[src/rtl/startup_seq_pkg.sv]
package startup_seq_pkg;

    typedef enum logic [2:0] {
        ST_HALT,
        ST_STAB,
        ST_RST_CK,
        ST_RST_WDT,
        ST_RUN
    } seq_state_e;

    typedef enum logic [1:0] {
        SRC_GENERIC = 2'b00,
        SRC_LFXTAL  = 2'b01,
        SRC_XTAL    = 2'b10,
        SRC_RSVD    = 2'b11
    } clk_src_e;

    function automatic int unsigned umax(input int unsigned a, input int unsigned b);
        return (a > b) ? a : b;
    endfunction

endpackage

[src/rtl/startup_delay_decode.sv]
module startup_delay_decode
    import startup_seq_pkg::*;
#(
    parameter int unsigned CW         = 16,
    parameter int unsigned GEN_CK     = 6,
    parameter int unsigned XF_CK      = 258,
    parameter int unsigned K1_CK      = 1024,
    parameter int unsigned XS_CK      = 16384,
    parameter int unsigned LF_SLOW_CK = 32768,
    parameter int unsigned LONG_STAB  = 32768,
    parameter int unsigned WDT_SHORT  = 512,
    parameter int unsigned WDT_LONG   = 8192
) (
    input  logic [1:0]    src,
    input  logic [1:0]    sut,
    input  logic          xsel,
    output logic [CW-1:0] stab_len,
    output logic [CW-1:0] wdt_len,
    output logic          reserved
);
    localparam logic [CW-1:0] L_GEN  = CW'(GEN_CK);
    localparam logic [CW-1:0] L_XF   = CW'(XF_CK);
    localparam logic [CW-1:0] L_K1   = CW'(K1_CK);
    localparam logic [CW-1:0] L_XS   = CW'(XS_CK);
    localparam logic [CW-1:0] L_LF   = CW'(LF_SLOW_CK);
    localparam logic [CW-1:0] L_MAX  = CW'(LONG_STAB);
    localparam logic [CW-1:0] L_WS   = CW'(WDT_SHORT);
    localparam logic [CW-1:0] L_WL   = CW'(WDT_LONG);
    localparam logic [CW-1:0] L_NONE = '0;

    logic [2:0] xidx;
    assign xidx = {xsel, sut};

    always_comb begin
        stab_len = L_MAX;
        wdt_len  = L_WL;
        reserved = 1'b0;
        unique case (clk_src_e'(src))
            SRC_GENERIC: begin
                stab_len = L_GEN;
                unique case (sut)
                    2'b00:   wdt_len = L_NONE;
                    2'b01:   wdt_len = L_WS;
                    2'b10:   wdt_len = L_WL;
                    default: begin stab_len = L_MAX; reserved = 1'b1; end
                endcase
            end
            SRC_LFXTAL: begin
                unique case (sut)
                    2'b00:   begin stab_len = L_K1; wdt_len = L_WS; end
                    2'b01:   begin stab_len = L_K1; wdt_len = L_WL; end
                    2'b10:   begin stab_len = L_LF; wdt_len = L_WL; end
                    default: reserved = 1'b1;
                endcase
            end
            SRC_XTAL: begin
                unique case (xidx)
                    3'd0:    begin stab_len = L_XF; wdt_len = L_WS;   end
                    3'd1:    begin stab_len = L_XF; wdt_len = L_WL;   end
                    3'd2:    begin stab_len = L_K1; wdt_len = L_NONE; end
                    3'd3:    begin stab_len = L_K1; wdt_len = L_WS;   end
                    3'd4:    begin stab_len = L_K1; wdt_len = L_WL;   end
                    3'd5:    begin stab_len = L_XS; wdt_len = L_NONE; end
                    3'd6:    begin stab_len = L_XS; wdt_len = L_WS;   end
                    default: begin stab_len = L_XS; wdt_len = L_WL;   end
                endcase
            end
            default: reserved = 1'b1;
        endcase
    end

endmodule

[src/rtl/startup_tick_counter.sv]
module startup_tick_counter #(
    parameter int unsigned CW = 16
) (
    input  logic          clk,
    input  logic          rst_n,
    input  logic          clear,
    input  logic          tick,
    input  logic [CW-1:0] limit,
    output logic          hit
);
    logic [CW-1:0] cnt;

    assign hit = tick && (cnt == (limit - CW'(1)));

    always_ff @(posedge clk or negedge rst_n) begin
        if (!rst_n) begin
            cnt <= '0;
        end else if (clear) begin
            cnt <= '0;
        end else if (tick) begin
            cnt <= cnt + CW'(1);
        end
    end

endmodule

[src/rtl/startup_seq.sv]
module startup_seq
    import startup_seq_pkg::*;
#(
    parameter int unsigned GEN_CK     = 6,
    parameter int unsigned EXTRA_CK   = 14,
    parameter int unsigned XF_CK      = 258,
    parameter int unsigned K1_CK      = 1024,
    parameter int unsigned XS_CK      = 16384,
    parameter int unsigned LF_SLOW_CK = 32768,
    parameter int unsigned WDT_SHORT  = 512,
    parameter int unsigned WDT_LONG   = 8192
) (
    input  logic       clk,
    input  logic       rst_n,
    input  logic [1:0] clk_src,
    input  logic [1:0] sut_sel,
    input  logic       xtal_sel,
    input  logic       start_reset,
    input  logic       start_wake,
    input  logic       sys_tick,
    input  logic       wdt_tick,
    output logic       ready,
    output logic       config_error
);
    localparam int unsigned LONG_STAB =
        umax(umax(umax(GEN_CK, XF_CK), umax(K1_CK, XS_CK)), LF_SLOW_CK);
    localparam int unsigned MAX_ALL =
        umax(LONG_STAB, umax(EXTRA_CK, umax(WDT_SHORT, WDT_LONG)));
    localparam int unsigned CW = $clog2(MAX_ALL + 1);
    localparam logic [CW-1:0] L_EXTRA = CW'(EXTRA_CK);

    seq_state_e    state, state_nx;
    logic          ev;
    logic [CW-1:0] dec_stab, dec_wdt;
    logic          dec_rsvd;
    logic [CW-1:0] stab_q, wdt_q;
    logic          ext_q, err_q;
    logic          cnt_tick, cnt_hit;
    logic [CW-1:0] cnt_limit;

    assign ev = start_reset | start_wake;

    startup_delay_decode #(
        .CW(CW), .GEN_CK(GEN_CK), .XF_CK(XF_CK), .K1_CK(K1_CK), .XS_CK(XS_CK),
        .LF_SLOW_CK(LF_SLOW_CK), .LONG_STAB(LONG_STAB),
        .WDT_SHORT(WDT_SHORT), .WDT_LONG(WDT_LONG)
    ) u_decode (
        .src(clk_src), .sut(sut_sel), .xsel(xtal_sel),
        .stab_len(dec_stab), .wdt_len(dec_wdt), .reserved(dec_rsvd)
    );

    startup_tick_counter #(.CW(CW)) u_count (
        .clk(clk), .rst_n(rst_n), .clear(ev | cnt_hit),
        .tick(cnt_tick), .limit(cnt_limit), .hit(cnt_hit)
    );

    // configuration captured on the event cycle
    always_ff @(posedge clk or negedge rst_n) begin
        if (!rst_n) begin
            stab_q <= '0;
            wdt_q  <= '0;
            ext_q  <= 1'b0;
            err_q  <= 1'b0;
        end else if (ev) begin
            stab_q <= dec_stab;
            wdt_q  <= dec_wdt;
            ext_q  <= start_reset | dec_rsvd;
            err_q  <= dec_rsvd;
        end
    end

    // state register
    always_ff @(posedge clk or negedge rst_n) begin
        if (!rst_n) state <= ST_HALT;
        else        state <= state_nx;
    end

    // next-state logic
    always_comb begin
        state_nx = state;
        if (ev) begin
            state_nx = ST_STAB;
        end else begin
            unique case (state)
                ST_HALT:    state_nx = ST_HALT;
                ST_STAB:    if (cnt_hit) state_nx = ext_q ? ST_RST_CK : ST_RUN;
                ST_RST_CK:  if (cnt_hit) state_nx = (wdt_q == '0) ? ST_RUN : ST_RST_WDT;
                ST_RST_WDT: if (cnt_hit) state_nx = ST_RUN;
                ST_RUN:     state_nx = ST_RUN;
                default:    state_nx = ST_HALT;
            endcase
        end
    end

    // outputs and per-phase counter selection
    always_comb begin
        cnt_tick  = 1'b0;
        cnt_limit = stab_q;
        unique case (state)
            ST_STAB:    begin cnt_tick = sys_tick; cnt_limit = stab_q;  end
            ST_RST_CK:  begin cnt_tick = sys_tick; cnt_limit = L_EXTRA; end
            ST_RST_WDT: begin cnt_tick = wdt_tick; cnt_limit = wdt_q;   end
            default:    begin cnt_tick = 1'b0;     cnt_limit = stab_q;  end
        endcase
        ready        = (state == ST_RUN);
        config_error = err_q;
    end

endmodule

[config.mk]
export PLATFORM = sky130hd
export DESIGN_NAME = startup_seq
export DESIGN_NICKNAME = d
export VERILOG_FILES = /design/src/rtl/startup_seq_pkg.sv /design/src/rtl/startup_delay_decode.sv /design/src/rtl/startup_tick_counter.sv /design/src/rtl/startup_seq.sv
export SDC_FILE = /design/constraint.sdc
export NUM_CORES = 1
export LEC_CHECK = 0
export BUFFER_PORTS_ARGS = -buffer_cell sky130_fd_sc_hd__buf_2
export CORE_MARGIN = 2
export CORE_UTILIZATION = 47
export DETAILED_ROUTE_END_ITERATION = 8
export PLACE_DENSITY = 0.64
export SYNTH_ARGS = -nofsm -noshare
export SYNTH_HDL_FRONTEND = slang
export SYNTH_SLANG_ARGS = --single-unit
[constraint.sdc]
create_clock -name clk -period 3.7 [get_ports clk]
set_input_delay 1.11 -clock clk [delete_from_list [all_inputs] [get_ports clk]]
set_output_delay 1.11 -clock clk [all_outputs]
set_load 0.02 [all_outputs]
=== Word level (Yosys, flattened, before mapping) ===
Index checks and enable logic that the tools add are counted.

* Add/sub/neg operators: 2
* Multipliers: 0
* Div/mod/pow operators: 0
* Order comparisons: 0
* Eq/ne operators: 18
* Shifts and indexed selects: 0
* Multiplexer cells: 21
* Bitwise operators: 3
* Reductions and logical operators: 15

{| class="wikitable"
|+ Operators by type and width
! kind !! number
|-
| one-hot mux 16 bit (3 select lines) || 2
|-
| two-way mux 16 bit || 4
|-
| one-hot mux 14 bit (2 select lines) || 2
|-
| one-hot mux 16 bit (2 select lines) || 1
|-
| one-hot mux 15 bit (2 select lines) || 1
|-
| two-way mux 3 bit || 6
|-
| adder 16 x 1 -> 16 bit, second input constant || 1
|-
| equality test 16 bit || 1
|-
| zero test 16 bit || 1
|-
| subtractor 16 x 1 -> 16 bit, second input constant || 1
|-
| two-way mux 14 bit || 1
|-
| equality test 3 x 2 -> 1 bit, second input constant || 4
|-
| equality test 3 bit, second input constant || 4
|-
| one-hot mux 3 bit (4 select lines) || 1
|-
| OR reduction 2 bit || 5
|-
| inequality test 3 bit, second input constant || 3
|-
| OR reduction 3 bit || 3
|-
| equality test 3 x 1 -> 1 bit, second input constant || 2
|-
| equality test 2 x 1 -> 1 bit, second input constant || 2
|-
| equality test 2 bit, second input constant || 2
|-
| zero test 2 bit || 2
|-
| one-hot mux 1 bit (2 select lines) || 2
|-
| zero test 3 bit || 1
|-
| OR 1 bit || 3
|-
| 4 further kinds || 4
|}

* Register bits after elaboration: 53
* Bits in latches: 0
* Bits in writable memories: 0
* Bits in read-only memories: 0
* Bits of input ports: 11
* Output and inout bits: 2
* Logic and storage cells: 65
* Memories kept: 0

=== Logic depth before layout (Yosys ltp) ===
Gate-level depths: netlist (run 1).

* Depth in word-level cells: 8
* Gate-level depth with buffers: 14
* Mapped depth without buffers: 11

=== Hierarchy ===
From an unflattened synthesis (run 1), not the netlist that was laid out.

* Cells, all modules: 381
* Area total of the unflattened synthesis: 3504.6 um^2

{| class="wikitable"
|+ By module, submodules not included
! module !! instances !! cells each !! area an instance (um^2) !! sequential area each (um^2)
|-
| startup_seq || 1 || 162 || 1742.9 || 925.9
|-
| startup_tick_counter || 1 || 162 || 1347.5 || 400.4
|-
| startup_delay_decode || 1 || 57 || 414.1 || 0.0
|}

=== Worst setup path after synthesis (run 1) ===
No wires, ideal clock.

* Kind: reg2reg
* Start: register state[1]
* End: register u_count.cnt[0]
* Library setup time: 0.119 ns
* Arrival: 2.798 ns
* Required time: 3.581 ns
* Setup slack: 0.783 ns
* Stages on the path, launching flop included: 14
* Buffers on the path: 3
* Clock period less this slack: 2.917 ns
* Path through: dfrtp_1 -> buf_4 -> nor3b_2 -> a21oi_1 -> ha_1 -> buf_2 -> or3_1 -> a211oi_1 -> o221ai_1 -> a2111oi_4 -> nand4_2 -> nand2_2 -> buf_6 -> nor2_1

* Longest elaborated chain between the ends: 7
* Elaborated cells between the ends (all ways): 12
* Those cells by class: add/sub: 1; eq/ne: 4; mux: 3; bitwise: 1; reduce/logical: 3

{| class="wikitable"
|+ RTL lines
! item !! line !! source
|-
| start, declared || startup_seq.sv:32 || <nowiki>seq_state_e state, state_nx;</nowiki>
|-
| start signal, assigned || startup_seq.sv:75 || <nowiki>else state <= state_nx;</nowiki>
|-
| equality test 3 x 2 -> 1 bit || startup_seq.sv:99 || <nowiki>unique case (state)</nowiki>
|-
| one-hot mux 16 bit (2 select lines) || startup_seq.sv:99 ||
|-
| subtractor 16 x 1 -> 16 bit || startup_tick_counter.sv:13 || <nowiki>assign hit = tick && (cnt == (limit - CW'(1)));</nowiki>
|-
| equality test 16 bit || startup_tick_counter.sv:13 ||
|-
| logical AND 1 bit || startup_tick_counter.sv:13 ||
|-
| OR 1 bit || startup_seq.sv:53 || <nowiki>.clk(clk), .rst_n(rst_n), .clear(ev | cnt_hit),</nowiki>
|-
| two-way mux 16 bit or nonzero test 2 bit (tied branches) || - ||
|-
| end signal, assigned || startup_tick_counter.sv:21 || <nowiki>cnt <= cnt + CW'(1);</nowiki>
|-
| end, declared || startup_tick_counter.sv:11 || <nowiki>logic [CW-1:0] cnt;</nowiki>
|}

Parallel ways exist; a longest one is shown, timed or not.
A chain may end at the register's enable or synchronous reset.

=== Worst setup path after layout (run 1) ===
* Start: register state[2]
* End: register u_count.cnt[10]

The elaborated chain is that of the path after synthesis.

==> flow_summary.json, run 1 <==
{
  "status": "finished clean",
  "cts_buffer_depth": 2,
  "yosys_register_bits": 29,
  "path_max_fanout": 16,
  "path_class": "flip-flop to flip-flop",
  "dr.pass1.iters": 4,
  "post-route-period-util_pct": 89.3,
  "skew_ns": 0.00514,
  "vias": 1707,
  "yosysTopAreaCell": "dfrtp_1",
  "crit_buf_inv": 0,
  "maxSlewViolCount": 0,
  "first_global_vias": 1571,
  "hp-class": "flip-flop to flip-flop",
  "htreeDepth": 2,
  "hold_buffers": 0,
  "grt_pass1_wl_mm": 7.69,
  "die_h_um": 70.3,
  "cp_slowest_cell": "dfrtp_1",
  "crit_arrival_ns": 3.46,
  "syn_nets": 252,
  "intPower_uw": 596,
  "root_buffer": "clkbuf_8",
  "avgRoutedWirePerCell_um": 14.6,
  "nets": 257,
  "grt_util_all_layers_pct": 19.8,
  "p_seq_share_pct": 42.9,
  "synth_warnings": 0,
  "crit_family": "simple AND/OR/NAND/NOR gates",
  "num_rows": 24,
  "min_period_ns": 3.31,
  "first_iter_violations": 107,
  "p_per_area_nw_per_um2": 352,
  "cts_tree": "yes",
  "power_switching_uw": 198,
  "end_kind": "flip-flop",
  "rsz0062_at_grt": "false",
  "place_inst": 288,
  "port-buffer-count": 12,
  "hold_viol": 0,
  "cp.required_ns": 3.85,
  "core_area_um2": 4290,
  "synth_top_area_share_pct": 35.1,
  "final.setup.tns_ns": 0,
  "die_w_um": 70.3,
  "ys_types": 54,
  "p_comb_share_pct": 14.6,
  "crit_path_frequent_cell": "a21oi_1",
  "overflow": 0,
  "grt_max_degree": 30,
  "synth_edf_count": 0,
  "drive_gt1_share_pct": 13.9,
  "wirelength_mm": 4.33,
  "netSwitchingFraction_pct": 24.9,
  "maxSlewHeadroom_pct": 57.6,
  "cp-start-kind": "flip-flop",
  "area_delta_synth_final_pct": 9.07,
  "peakVddDrop_mv": 0.178,
  "antenna_found_initial": 0,
  "postCtsSetupBuffers": 0,
  "worstPathCellList": "nand2b_1, a21oi_1, ha_1, ha_2, nor4b_1, xnor2_1, a21oi_1, a2111oi_4, nand4_2, nand2_2, nor2_1",
  "final_cell_count_no_fill": 296,
  "dieArea_um2": 4950,
  "async_flop_share_pct": 100,
  "worst_path_largest_cell_delay_ns": 0.47,
  "syn_area_per_cell_um2": 8.69,
  "synth-seq-area-share_pct": 35.1,
  "final-setup-viol-count": 0,
  "num_antenna_cells": 0,
  "clkPwrFrac_pct": 42.5,
  "yosysMostFrequentCell": "dfrtp_1",
  "clk_pin_slew_ns": 0.06,
  "viasPerCell": 5.77,
  "clock_sinks": 29,
  "synth_area_um2": 2070,
  "tightest_slew_ns": 0.636,
  "ios": 13,
  "dp.final_hpwl_mm": 3.17,
  "yosys-top-cells-count": "dfrtp_1, nor2_1, nand2_1",
  "p_leak_nw": 0.885,
  "synth.area.top_cells": "dfrtp_1, xor2_1, nor2_1",
  "clk_latency_ns": 0.28,
  "gp_congestion": 0.850,
  "start_util_pct": 48.2,
  "drv_cap": 0,
  "postRouteAntennaNets": 0,
  "max_freq_mhz": 303,
  "cts_buffers": 5,
  "drc": 0,
  "synth_flop_cell": "dfrtp_1",
  "syn_inst": 238
}
==> routing by layer <==
layer  global-route usage [%]  vias to the layer above  share of wire (%)  wire (um)
met2                     29.4                       33                 45       1940
met1                     28.0                      802                 50       2180
met3                     4.33                        6                3.3        142
met5                        0                        -                  0          0
met4                     7.91                        0                1.5         63
li1                         -                      866                  -          -
==> cells in the final DEF (no fill, tap or decap), types with 3 or more instances in the layout <==
cell type  instances
a21oi_1           11
and3_1             6
buf_2             12
buf_4              3
clkbuf_8           6
dfrtp_1           29
inv_1              4
nand2_1           18
nand2b_1           3
nand3_1           10
nand3b_1           4
nand4_1            4
nand4b_1           3
nor2_1            27
nor2b_1            3
nor3_1             8
o211ai_1           3
o21a_1             4
o21ai_0           10
o31ai_1            3
or3_1              5
xnor2_1           11
xor2_1            16
==> area by class of cell <==
| cell class | count | area, um2 |
|---|---|---|
| inverters | 4 | 15.0 |
| flip-flops and latches | 29 | 726 |
| multi-input cells | 188 | 1250 |
| fillers | 404 | 2040 |
| clock inverters | 1 | 30.0 |
| clock buffers | 7 | 86.3 |
| well taps | 52 | 65.1 |
| repair buffers | 15 | 82.6 |
==> through the flow <==
| stage | hold WS, ns | setup WS, ns | area, um2 | power [mW] | util (%) |
|---|---|---|---|---|---|
| after global placement | 0.473 | 0.353 | 2140 | 0.461 | 49.8 |
| final | 0.489 | 0.395 | 2260 | 0.794 | 52.5 |
| after detailed placement | 0.481 | 0.289 | 2140 | 0.461 | 49.8 |
| after CTS | 0.498 | 0.276 | 2250 | 0.802 | 52.5 |
| after global routing | 0.521 | 0.0923 | 2260 | 0.835 | 52.5 |
| after floorplan | 0.463 | 0.783 | 2070 | 0.432 | - |
==> path summary, 6_finish.rpt <==
| check | from | to | slack (ns) | depth (start not counted) |
|---|---|---|---|---|
| setup / recovery | state[2] | u_count.cnt[10] | 0.39 | 11 |
| hold / removal | config_error | config_error | 0.49 | 1 |
| setup reg to reg | state[2] | u_count.cnt[10] | 0.39 | 11 |
| hold reg to reg | config_error | config_error | 0.49 | 1 |
| max in group asynchronous | rst_n | u_count.cnt[15] | 2.43 | 1 |
| min in group asynchronous | rst_n | u_count.cnt[5] | 0.85 | 1 |
==> power by group through the flow <==
| stage | logic (mW) | clock network [mW] | registers (mW) |
|---|---|---|---|
| 2_1_floorplan | 0.0906 | 0 | 0.341 |
| 3_3_place_gp | 0.115 | 0 | 0.346 |
| 3_5_place_dp | 0.116 | 0 | 0.346 |
| 4_1_cts | 0.117 | 0.346 | 0.340 |
| 5_1_grt | 0.133 | 0.360 | 0.342 |
| 6_report | 0.116 | 0.337 | 0.340 |
==> registers in the layout, indices dropped and copies added, names as in the netlist <==
signal	cells
ext_q	1
u_count.cnt	16
stab_q	6
wdt_q	2
state	3
config_error	1
==> logic make-up (layout without fill, tap and decap cells) <==
logic type                 Yosys count  count (layout)  synth area share (%)
AOI/OAI and AO/OA                   48              48                  17.5
xor gates and xnor gates            27              27                  11.4
adders and majority gates            3               3                  1.82
buffers and inverters               21              27                  4.54
DFF                                 29              29                  35.1
muxes                                2               2                 0.968
and+or+nand+nor                    108             108                  28.6
==> repair_timing <==
action                                  CTS  global route
endpoints found under the hold margin     0             0
resized for setup                         0             1
endpoints found under the setup margin    0             9
==> worst reg2reg max path: stages (launching register included) <==
cell,delay [ns]
dfrtp_1,0.47
nand2b_1,0.25
a21oi_1,0.17
ha_1,0.32
ha_2,0.39
nor4b_1,0.33
xnor2_1,0.16
a21oi_1,0.11
a2111oi_4,0.36
nand4_2,0.22
nand2_2,0.31
nor2_1,0.09
Note: power is estimated with default switching activity, not from simulation.
==> run 2: changes to the inputs <==
--- a/config.mk
+++ b/config.mk
@@ -6,8 +6,9 @@
 export NUM_CORES = 1
 export LEC_CHECK = 0
 export BUFFER_PORTS_ARGS = -buffer_cell sky130_fd_sc_hd__buf_2
-export CORE_MARGIN = 2
+export CORE_MARGIN = 5
 export CORE_UTILIZATION = 47
+export CTS_BUF_LIST = sky130_fd_sc_hd__clkbuf_8
 export DETAILED_ROUTE_END_ITERATION = 8
 export PLACE_DENSITY = 0.64
 export SYNTH_ARGS = -nofsm -noshare
==> constraint.sdc (replaced) <==
create_clock -name clk -period 3.5 [get_ports clk]
set_input_delay 1.05 -clock clk [delete_from_list [all_inputs] [get_ports clk]]
set_output_delay 1.05 -clock clk [all_outputs]
set_load 0.02 [all_outputs]
==> flow_summary.json, run 2 (same netlist as run 1, synthesis figures left out) <==
{
  "status": "finished clean",
  "cts_buffer_depth": 2,
  "p_per_area_nw_per_um2": 352,
  "viasPerCell": 5.73,
  "crit_buf_inv": 0,
  "grt.busiest_layer": "met2",
  "cp_slowest_cell": "dfrtp_1",
  "reg2regPathDepth": 11,
  "max_freq_mhz": 308,
  "power.total_uw": 798,
  "maxSlewViolCount": 0,
  "first_iter_violations": 91,
  "clk_latency_ns": 0.28,
  "first_global_vias": 1593,
  "antenna_found_initial": 0,
  "use_met1_pct": 21.3,
  "gr-usage-met3_pct": 3.31,
  "r2r_start": "state[2]",
  "avgRoutedWirePerCell_um": 15.3,
  "r2r_end": "state[1]",
  "crit_path_frequent_cell": "a21oi_1",
  "min_period_ns": 3.24,
  "final-setup-viol-count": 0,
  "nets": 259,
  "grt_pass1_wl_mm": 7.64,
  "core_area_um2": 4320,
  "cp.required_ns": 3.66,
  "mostFrequentLayoutCells": "dfrtp_1, nor2_1, nand2_1",
  "tightest_slew_ns": 0.665,
  "htreeDepth": 2,
  "maxSlewHeadroom_pct": 55.7,
  "worst_path_largest_cell_delay_ns": 0.48,
  "hold_buffers": 0,
  "root_buffer": "clkbuf_8",
  "die_w_um": 76.3,
  "area_delta_synth_final_pct": 9.62,
  "rrSetupSlack_ns": 0.26,
  "place_inst": 290,
  "postRouteAntennaNets": 0,
  "final_cell_count_no_fill": 298,
  "drv_cap": 0,
  "peakVddDrop_mv": 0.234,
  "crit_family": "simple AND/OR/NAND/NOR gates",
  "p_leak_nw": 0.893,
  "port-buffer-count": 12,
  "grt_util_all_layers_pct": 16.0,
  "overflow": 0,
  "gp_congestion": 0.882,
  "largest_reg_flops": 16,
  "hold_end": "config_error",
  "hold_path_depth": 1,
  "post-route-period-util_pct": 92.7,
  "path_max_fanout": 9,
  "largestRegisters": "u_count.cnt: 16 flops, stab_q: 6 flops, state: 3 flops",
  "num_rows": 24,
  "clk_pin_slew_ns": 0.07,
  "start_util_pct": 47.8,
  "hp-start": "config_error",
  "cts_buffers": 5,
  "vias": 1708,
  "drc": 0,
  "die_h_um": 76.3,
  "cts_tree": "yes",
  "nFillCells": 419,
  "end_kind": "flip-flop",
  "hold_viol": 0,
  "rsz0062_at_grt": "false",
  "path_class": "flip-flop to flip-flop",
  "ios": 13,
  "crit_arrival_ns": 3.41,
  "cp-start-kind": "flip-flop",
  "dp.final_hpwl_mm": 3.27,
  "top_register": "u_count.cnt",
  "use_met2_pct": 25.3,
  "clock_sinks": 29,
  "drive_gt1_share_pct": 15.4,
  "final_util_pct": 52.4,
  "dieArea_um2": 5830,
  "grt_max_degree": 30,
  "final.setup.tns_ns": 0,
  "hp-class": "flip-flop to flip-flop",
  "wirelength_mm": 4.55,
  "skew_ns": 0.00434,
  "worstPathCellList": "nand2b_1, a21oi_1, ha_2, ha_1, nor4b_2, xnor2_1, a21oi_1, a2111oi_4, nand4_2, nor3_2, nor4_1",
  "layout_commonest_cell": "dfrtp_1",
  "num_antenna_cells": 0,
  "dr.pass1.iters": 4
}
run 2: cell types whose count changed in the layout (fill, tap and decap cells not counted):
cell       before  now
clkbuf_1        1    0
clkbuf_8        6    7
buf_4           3    5
bufinv_16       1    0
nand2_2         1    0
nand2_4         0    1
clkinv_2        0    1
nor4b_2         0    1
nor4b_1         2    1
run 2: final cells by class:
type | instances | area, um2 | area share, %
Sequential cell | 29 | 726 | 32.0
Tap cell | 52 | 65.1 | 2.87
Clock inverter | 1 | 5.00 | 0.221
Clock buffer | 7 | 96.3 | 4.25
Timing Repair Buffer | 17 | 97.6 | 4.30
Inverter | 4 | 15.0 | 0.662
Multi-Input combinational cell | 188 | 1260 | 55.7
run 2: layer usage:
layer / vias to the layer above / part of all wire (%)
met5: - / 0
met4: 0 / 1.6
met3: 7 / 2.8
met2: 25 / 45
met1: 803 / 50
li1: 873 / -
run 2: how the worst max path moves through the flow:
| stage | from | slack [ns] | cells past startpoint | end |
|---|---|---|---|---|
| final | state[2] | 0.26 | 11 | state[1] |
| after global routing | state[2] | 0.04 | 11 | state[1] |
| after CTS | state[2] | 0.1 | 11 | u_count.cnt[13] |
| after detailed placement | state[2] | 0.11 | 11 | u_count.cnt[13] |
| after global placement | state[2] | 0.23 | 11 | u_count.cnt[0] |
| after floorplan | state[1] | 0.58 | 13 | u_count.cnt[0] |
run 2: metrics by stage:
| stage | area, um2 | setup WS, ns | hold WS [ns] |
|---|---|---|---|
| floorplan | 2070 | 0.583 | 0.463 |
| global placement | 2150 | 0.231 | 0.473 |
| detailed placement | 2150 | 0.108 | 0.481 |
| CTS | 2250 | 0.0961 | 0.498 |
| global route | 2270 | 0.0352 | 0.527 |
| finish | 2270 | 0.257 | 0.493 |
run 2: power breakdown:
part	internal, mW	switching (mW)
Combinational	0.0556	0.0723
Sequential	0.346	0.0144
Clock	0.177	0.133
run 2: repair_timing:
| item | 4_1_cts | 5_1_grt |
|---|---|---|
| gates resized for setup | 0 | 3 |
| setup buffers | 0 | 0 |
| setup endpoints to repair | 0 | 19 |
